<file path="config.mk">
export PLATFORM = sky130hd
export DESIGN_NAME = csel_accum
export DESIGN_NICKNAME = d
export VERILOG_FILES = /design/src/rtl/csel_pkg.sv /design/src/rtl/csel_chain.sv /design/src/rtl/csel_section.sv /design/src/rtl/csel_adder.sv /design/src/rtl/csel_accum.sv
export SDC_FILE = /design/constraint.sdc
export NUM_CORES = 1
export LEC_CHECK = 0
export CAP_MARGIN = 10
export CORE_MARGIN = 3
export CORE_UTILIZATION = 65
export DETAILED_ROUTE_END_ITERATION = 7
export DONT_BUFFER_PORTS = 1
export PLACE_DENSITY_LB_ADDON = 0.3
export SLEW_MARGIN = 20
export SYNTH_ARGS = -nofsm -noshare
export SYNTH_HDL_FRONTEND = slang
export SYNTH_SLANG_ARGS = --single-unit
</file>
<file path="constraint.sdc">
create_clock -name clk -period 12.7 [get_ports clk]
set_clock_uncertainty 0.15 [all_clocks]
set_input_delay 1.27 -clock clk [delete_from_list [all_inputs] [get_ports clk]]
set_output_delay 1.27 -clock clk [all_outputs]
set_load 0.01 [all_outputs]
</file>
<file path="src/rtl/csel_pkg.sv">
// Package: shared mode encoding for the carry-select adder/accumulator.
// Assumes: a 2-bit mode field; the spare code behaves as pass-through.
package csel_pkg;

    typedef enum logic [1:0] {
        MODE_PASS     = 2'b00,
        MODE_LOAD     = 2'b01,
        MODE_ACCUM    = 2'b10,
        MODE_PASS_ALT = 2'b11
    } csel_mode_e;

endpackage

</file>
<file path="src/rtl/csel_chain.sv">
// Module: csel_chain
// A ripple chain of W bit-cells with a fixed carry-in value.
// Each cell passes its carry up to the next-higher cell.
// Assumes: CARRY_SEED is known at build time (the chain is precomputed).
module csel_chain #(
    parameter int W          = 5,
    parameter bit CARRY_SEED = 1'b0
) (
    input  logic [W-1:0] op_a,
    input  logic [W-1:0] op_b,
    output logic [W-1:0] sum,
    output logic         carry_out
);

    logic [W:0] c;

    // Seed the chain with its assumed carry.
    assign c[0] = CARRY_SEED;

    genvar i;
    generate
        for (i = 0; i < W; i++) begin : g_cell
            logic prop;
            // One bit-cell: propagate, sum, and carry to the next bit.
            assign prop     = op_a[i] ^ op_b[i];
            assign sum[i]   = prop ^ c[i];
            assign c[i+1]   = (op_a[i] & op_b[i]) | (prop & c[i]);
        end
    endgenerate

    assign carry_out = c[W];

endmodule

</file>
<file path="src/rtl/csel_section.sv">
// Module: csel_section
// One carry-select section. It builds two chains, seeded with 0 and 1,
// and uses the section carry-in to pick one sum/carry pair.
// Assumes: sel_cin settles later than the operands (it is the critical input).
module csel_section #(
    parameter int W = 5
) (
    input  logic [W-1:0] op_a,
    input  logic [W-1:0] op_b,
    input  logic         sel_cin,
    output logic [W-1:0] sum,
    output logic         carry_out
);

    logic [W-1:0] pre_sum [2];
    logic         pre_cy  [2];

    genvar k;
    generate
        for (k = 0; k < 2; k++) begin : g_chain
            csel_chain #(
                .W          (W),
                .CARRY_SEED (k == 1)
            ) u_chain (
                .op_a      (op_a),
                .op_b      (op_b),
                .sum       (pre_sum[k]),
                .carry_out (pre_cy[k])
            );
        end
    endgenerate

    // Pick the precomputed result that matches the real carry-in.
    always_comb begin
        if (sel_cin) begin
            sum       = pre_sum[1];
            carry_out = pre_cy[1];
        end else begin
            sum       = pre_sum[0];
            carry_out = pre_cy[0];
        end
    end

endmodule

</file>
<file path="src/rtl/csel_adder.sv">
// Module: csel_adder
// NUM_SECT carry-select sections of SECT_W bits each. The carry chosen in
// each section drives the select input of the next section up.
// Assumes: purely combinational; no registers inside.
module csel_adder #(
    parameter int SECT_W   = 5,
    parameter int NUM_SECT = 2,
    localparam int W       = SECT_W * NUM_SECT
) (
    input  logic [W-1:0] op_a,
    input  logic [W-1:0] op_b,
    input  logic         cin,
    output logic [W-1:0] sum,
    output logic         cout
);

    logic [NUM_SECT:0] sect_cy;

    // The block carry-in selects inside the lowest section.
    assign sect_cy[0] = cin;

    genvar s;
    generate
        for (s = 0; s < NUM_SECT; s++) begin : g_sect
            csel_section #(
                .W (SECT_W)
            ) u_sect (
                .op_a      (op_a[s*SECT_W +: SECT_W]),
                .op_b      (op_b[s*SECT_W +: SECT_W]),
                .sel_cin   (sect_cy[s]),
                .sum       (sum[s*SECT_W +: SECT_W]),
                .carry_out (sect_cy[s+1])
            );
        end
    endgenerate

    assign cout = sect_cy[NUM_SECT];

endmodule

</file>
<file path="src/rtl/csel_accum.sv">
// Module: csel_accum (top)
// Carry-select adder with an output register that can be bypassed,
// loaded, or fed back to act as an accumulator.
// Assumes: single clock; synchronous active-low reset; inputs change away
// from the rising edge.
module csel_accum
    import csel_pkg::*;
#(
    parameter int SECT_W   = 5,
    parameter int NUM_SECT = 2,
    localparam int W       = SECT_W * NUM_SECT
) (
    input  logic         clk,
    input  logic         rst_n,
    input  logic         en_i,
    input  logic [1:0]   mode_i,
    input  logic [W-1:0] a_i,
    input  logic [W-1:0] b_i,
    input  logic         cin_i,
    output logic [W-1:0] sum_o,
    output logic         cout_o
);

    csel_mode_e   mode;
    logic         is_accum;
    logic         is_load;
    logic         use_reg;
    logic [W-1:0] opnd_a;
    logic [W-1:0] add_sum;
    logic         add_cy;
    logic [W-1:0] acc_q;
    logic         cy_q;

    // Decode the mode field.
    always_comb begin
        mode     = csel_mode_e'(mode_i);
        is_accum = (mode == MODE_ACCUM);
        is_load  = (mode == MODE_LOAD);
        use_reg  = is_accum | is_load;
    end

    // In accumulate mode the stored total takes the place of operand A.
    assign opnd_a = is_accum ? acc_q : a_i;

    csel_adder #(
        .SECT_W   (SECT_W),
        .NUM_SECT (NUM_SECT)
    ) u_adder (
        .op_a (opnd_a),
        .op_b (b_i),
        .cin  (cin_i),
        .sum  (add_sum),
        .cout (add_cy)
    );

    // Result register: clear on reset; write only when enabled in a registered mode.
    always_ff @(posedge clk) begin
        if (!rst_n) begin
            acc_q <= '0;
            cy_q  <= 1'b0;
        end else if (en_i && use_reg) begin
            acc_q <= add_sum;
            cy_q  <= add_cy;
        end
    end

    // Output select: register in registered modes, adder directly otherwise.
    assign sum_o  = use_reg ? acc_q : add_sum;
    assign cout_o = use_reg ? cy_q  : add_cy;

endmodule

</file>
# ---- Word-level counts from Yosys, hierarchy flattened
# Cells that the tools add are included.
dict set report classes {
  n_shift 0
  n_reduce_logical 1
  order_cmp 0
  n_bitwise 73
  eq_ne 2
  multipliers 0
  n_addsub 0
  div 0
  mux 7
}
# cell count
set op_table {}
lappend op_table {{1-bit AND} 26}
lappend op_table {{1-bit XOR} 26}
lappend op_table {{10-bit two-way mux} 2}
lappend op_table {{1-bit OR} 19}
lappend op_table {{5-bit two-way mux} 2}
lappend op_table {{1-bit two-way mux} 3}
lappend op_table {{2-bit by 1-bit == test with 1-bit output, second input constant} 1}
lappend op_table {{2-bit == test, second input constant} 1}
lappend op_table {{1-bit inverter} 2}
lappend op_table {{1-bit logical AND} 1}
dict set report totals {
  mem_count 0
  reg_bits 11
  latchBits 0
  rom_bits 0
  output_inout_bits 11
  ram_bits 0
  wordCells 85
  in_bits 26
}

# ---- Logic depth before layout (Yosys ltp)
dict set report depth {
  depth_word 15
  ltp_mapped 21
  mapped_depth_nobuf 20
}

# ---- Hierarchy
# From an unflattened synthesis, not the netlist that was laid out.
dict set report hier_totals {
  hier_cells 137
  hier_area_um2 1407.6
}
# mod area_per_inst_um2 seq_area_each_um2 instances cells_per_inst
set by_module_without_submodules {}
lappend by_module_without_submodules {csel_accum 714.4 220.2 1 73}
lappend by_module_without_submodules {{csel_chain (u_adder.g_sect[0].u_sect.g_chain[1].u_chain ...)} 126.4 0.0 2 14}
lappend by_module_without_submodules {{csel_chain (u_adder.g_sect[0].u_sect.g_chain[0].u_chain ...)} 118.9 0.0 2 11}
lappend by_module_without_submodules {csel_section 101.3 0.0 2 7}

# ---- Worst setup path after synthesis
# No wires, ideal clock.
dict set report synth_path {
  path_kind {input to output}
  start {in mode_i[0]}
  end {out sum_o[9]}
  slack_ps 5514
  arrival_ps 5766
  path_buffers 1
  required_ps 11280
  path_stages 20
  cell_sequence {inv_1 ha_1 buf_4 mux2_2 inv_1 ha_1 inv_1 mux2i_1 fa_1 fa_1 fa_1 fa_1 nor2_1 a21oi_1 fa_1 fa_1 fa_1 inv_1 fa_1 mux2_2}
}
dict set report synth_between {
  elab_chain_len 15
  word_cells_on_any_way 58
  classes_between {eq/ne (2); mux (4); bitwise (52)}
}
# item line
set synth_lines {}
lappend synth_lines {{start: declaration} csel_accum.sv:16} ;# input logic [1:0] mode_i,
lappend synth_lines {{2-bit == test *} csel_accum.sv:37} ;# is_accum = (mode == MODE_ACCUM);
lappend synth_lines {{10-bit two-way mux *} csel_accum.sv:43} ;# assign opnd_a = is_accum ? acc_q : a_i;
lappend synth_lines {{1-bit AND / 1-bit XOR (equally long branches)} {csel_chain.sv:27, csel_chain.sv:25}}
lappend synth_lines {{1-bit OR} csel_chain.sv:27} ;# assign c[i+1] = (op_a[i] & op_b[i]) | (prop & c[i]);
lappend synth_lines {{1-bit AND} csel_chain.sv:27}
lappend synth_lines {{1-bit OR} csel_chain.sv:27}
lappend synth_lines {{1-bit AND} csel_chain.sv:27}
lappend synth_lines {{1-bit OR} csel_chain.sv:27}
lappend synth_lines {{1-bit AND} csel_chain.sv:27}
lappend synth_lines {{1-bit OR} csel_chain.sv:27}
lappend synth_lines {{1-bit AND} csel_chain.sv:27}
lappend synth_lines {{1-bit OR} csel_chain.sv:27}
lappend synth_lines {{1-bit two-way mux} csel_section.sv:35} ;# if (sel_cin) begin
lappend synth_lines {{5-bit two-way mux *} csel_section.sv:35}
lappend synth_lines {{via add_sum[9]} csel_accum.sv:29} ;# logic [W-1:0] add_sum;
lappend synth_lines {{10-bit two-way mux *} csel_accum.sv:68} ;# assign sum_o = use_reg ? acc_q : add_sum;
lappend synth_lines {{end: declaration} csel_accum.sv:20} ;# output logic [W-1:0] sum_o,
# The timed path passes the listed nets; every way through them passes the cells marked *.

# ---- Worst setup path in the final report
# Same ends and word-level chain as after synthesis.

==> impl_metrics.csv <==
group,metric,value,unit
setup_path,reg2reg_slack,7.98,ns
hold_path,hold_end,"acc_q[5]",
routing,ant_nets,0,
placement,routabilityCongestion,0.7647,
cts,post_cts_buffers,0,
sta,final-setup-viol-count,0,
floorplanning,fp.dieH,44.23,µm
global_route,grt_start_max_net_pins,21,
sta,rsz0062_at_grt,"no",
cts,htreeDepth,1,
cts,cts_sinks,11,
logic_synthesis,yosys.cell_types.count,19,
cts,path_clk_slew,0.08,ns
logic_synthesis,ys_seq_elements,11,
global_route,grt_pass1_wl,2987,µm
power,leakage,0.4863,nW
setup_path,r2r_start,"acc_q[0]",
cts,cts-root-buf,"clkbuf_4",
sta,finalCritPeriodShare,59.58,%
floorplanning,design.portCount,37,
logic_synthesis,yosys_warnings,0,
routing,drt-initial-drc-count,4,
cts,cts_hold_buffers,0,
final_layout,fillCellCount,116,
cts,cts_tree,"built",
setup_path,r2r-end,"acc_q[9]",
logic_synthesis,synth.avg_cell_area,9.310,µm²
setup_path,startpoint_type,"primary input",
sta,max_slew_margin,46.94,%
floorplanning,start_util,71.20,%
setup_path,crit_top_cell,"fa_1",
cts,cts_made_buffers,3,
routing,drc,0,
sta,finalCriticalPeriod,7.567,ns
setup_path,cpPeakStageDelay,0.51,ns
sta,worst-slew-pin-transition,0.7923,ns
routing,wl_per_cell,14.87,µm
hold_path,hp-class,"reg -> reg",
floorplanning,rows,13,
sta,whs,0.3204,ns
routing,routed_wl,1710,µm
logic_synthesis,syn_nets,141,
cts,clockBufferDepth,2,
run,maxCapViolCount,0,
final_layout,fin_util,70.83,%
final_layout,n_antenna_cell,0,
hold_path,hp-start,"acc_q[5]",
final_layout,drive_above_1_share,9.000,%
setup_path,path_cells,"inv_1 > ha_1 > mux2_2 > inv_1 > ha_1 > inv_1 > mux2i_1 > fa_1 > fa_1 > fa_1 > fa_1 > nor2_1 > a21oi_1 > fa_1 > fa_1 > fa_1 > inv_1 > fa_1 > mux2_2",
global_route,antenna_found_initial,0,
global_route,grt_remaining_overflow,0,
logic_synthesis,syn_area,949.7,µm²
power,peakVddDrop,61.11,µV
setup_path,crit_fanout,10,
setup_path,cp_data_arrival_time,6.15,ns
floorplanning,die_w,44.23,µm
sta,finalHoldViolCount,0,
power,power.density,110.8,nW/µm²
floorplanning,design.die.area,1956,µm²
floorplanning,core,1334,µm²
global_route,grt_pass1_vias,715,
global_route,grt_use_total,20.46,%
placement,dpl.hpwl,1307,µm
setup_path,crit_type,"in -> out",
routing,vias_per_cell,5.930,
hold_path,hold_depth,2,
final_layout,syn_to_final_growth,-0.5270,%
sta,maxSlewViolCount,0,
setup_path,cp_slowest_cell,"ha_1",
routing,vias,682,
setup_path,crit_required,11.28,ns
final_layout,layout_commonest_cell,"inv_1",
final_layout,final_nets,140,
cts,clkLatencyLatePin,0.27,ns
logic_synthesis,ys_seq_area_share,23.19,%
setup_path,reg2regPathDepth,18,
final_layout,layout_common_cells,"inv_1 (14), mux2i_1 (11), dfxtp_1 (11)",
run_status,outcome,"finished, final reports clean",
sta,fmax,0.1322,GHz
routing,dr.pass1.iters,4,
cts,cts_resized,0,
logic_synthesis,syn-instance-count,102,
sta,setup-tns-final,0,ns
setup_path,end_kind,"primary output",
placement,port_buffers,0,
## synthesized netlist by cell type
| cell | instances | area share [%] |
|---|---|---|
| xnor2_1 | 2 | 1.8 |
| buf_2 | 1 | 0.53 |
| nor2b_1 | 2 | 1.3 |
| ha_1 | 5 | 6.6 |
| buf_4 | 3 | 2.4 |
| nand2_1 | 8 | 3.2 |
| nand3_1 | 1 | 0.53 |
| buf_6 | 2 | 2.4 |
| inv_1 | 14 | 5.5 |
| o21ai_0 | 1 | 0.53 |
| o21ai_1 | 1 | 0.53 |
| nor2_1 | 9 | 3.6 |
| o211a_1 | 7 | 7.4 |
| nor2b_2 | 1 | 0.92 |
| dfxtp_1 | 11 | 23 |
| a21oi_1 | 10 | 5.3 |
| mux2_2 | 5 | 5.9 |
| fa_1 | 8 | 17 |
| mux2i_1 | 11 | 12 |
## where the power goes
group	switching, W	leakage (nW)	internal (W)
Combinational	0.0000228	0.381	0.0000168
Clock	0.0000127	0.0150	0.0000122
Sequential	0.00000240	0.0906	0.0000379
## metrics by stage
stage / worst slack [ns] / power, W / area (µm²) / std cells
6_report: 5.133 / 0.0001047 / 944.7 / 115
3_5_place_dp: 5.100 / 0.00008072 / 918.4 / 111
4_1_cts: 5.089 / 0.0001049 / 944.7 / 115
5_1_grt: 4.895 / 0.0001126 / 944.7 / 115
2_1_floorplan: 5.514 / 0.00007678 / 949.7 / 102
3_3_place_gp: 5.162 / 0.00007914 / 918.4 / 111
## state kept, by name, summed over array words and instances, names as in the netlist
register,count
acc_q,10
cy_q,1
## critical path, delay by kind of cell
family / cells / cell delay (ns)
compound gates: 1 / 0.07
mux: 3 / 0.66
simple gates: 1 / 0.11
buf+inv: 4 / 0.20
fa+ha+maj: 10 / 3.82
## worst max-delay path by stage
| stage | startpoint | to | slack, ns | cells after the start |
|---|---|---|---|---|
| 2_1_floorplan | mode_i[0] | sum_o[9] | 5.51 | 20 |
| 3_3_place_gp | mode_i[0] | sum_o[9] | 5.16 | 19 |
| 3_5_place_dp | mode_i[0] | sum_o[9] | 5.10 | 19 |
| 4_1_cts | mode_i[0] | sum_o[9] | 5.09 | 19 |
| 5_1_grt | mode_i[0] | sum_o[9] | 4.89 | 19 |
| 6_report | mode_i[0] | sum_o[9] | 5.13 | 19 |
## per-layer routing
metal | wire [µm] | part of all wire, % | track usage, %
met1 | 694 | 41 | 25.06
met2 | 890 | 52 | 34.59
met3 | 111 | 6.5 | 4.878
met4 | 13 | 0.76 | 7.831
met5 | 0 | 0 | 0
## final cells by class
type	instances	area (µm²)	area share (%)
inverter	14	52.55	5.563
multi-input combinational	71	626.9	66.36
tap	15	18.77	1.987
sequential	11	220.2	23.31
clock buffer	4	26.28	2.781
## cells by family after synthesis
| logic type | synth area share (%) |
|---|---|
| buf+inv | 10.80 |
| fa+ha+maj | 23.45 |
| xor+xnor | 1.845 |
| simple gates | 9.485 |
| compound gates | 13.70 |
| mux | 17.52 |
| flops | 23.19 |
(Power assumes the default switching activity.)
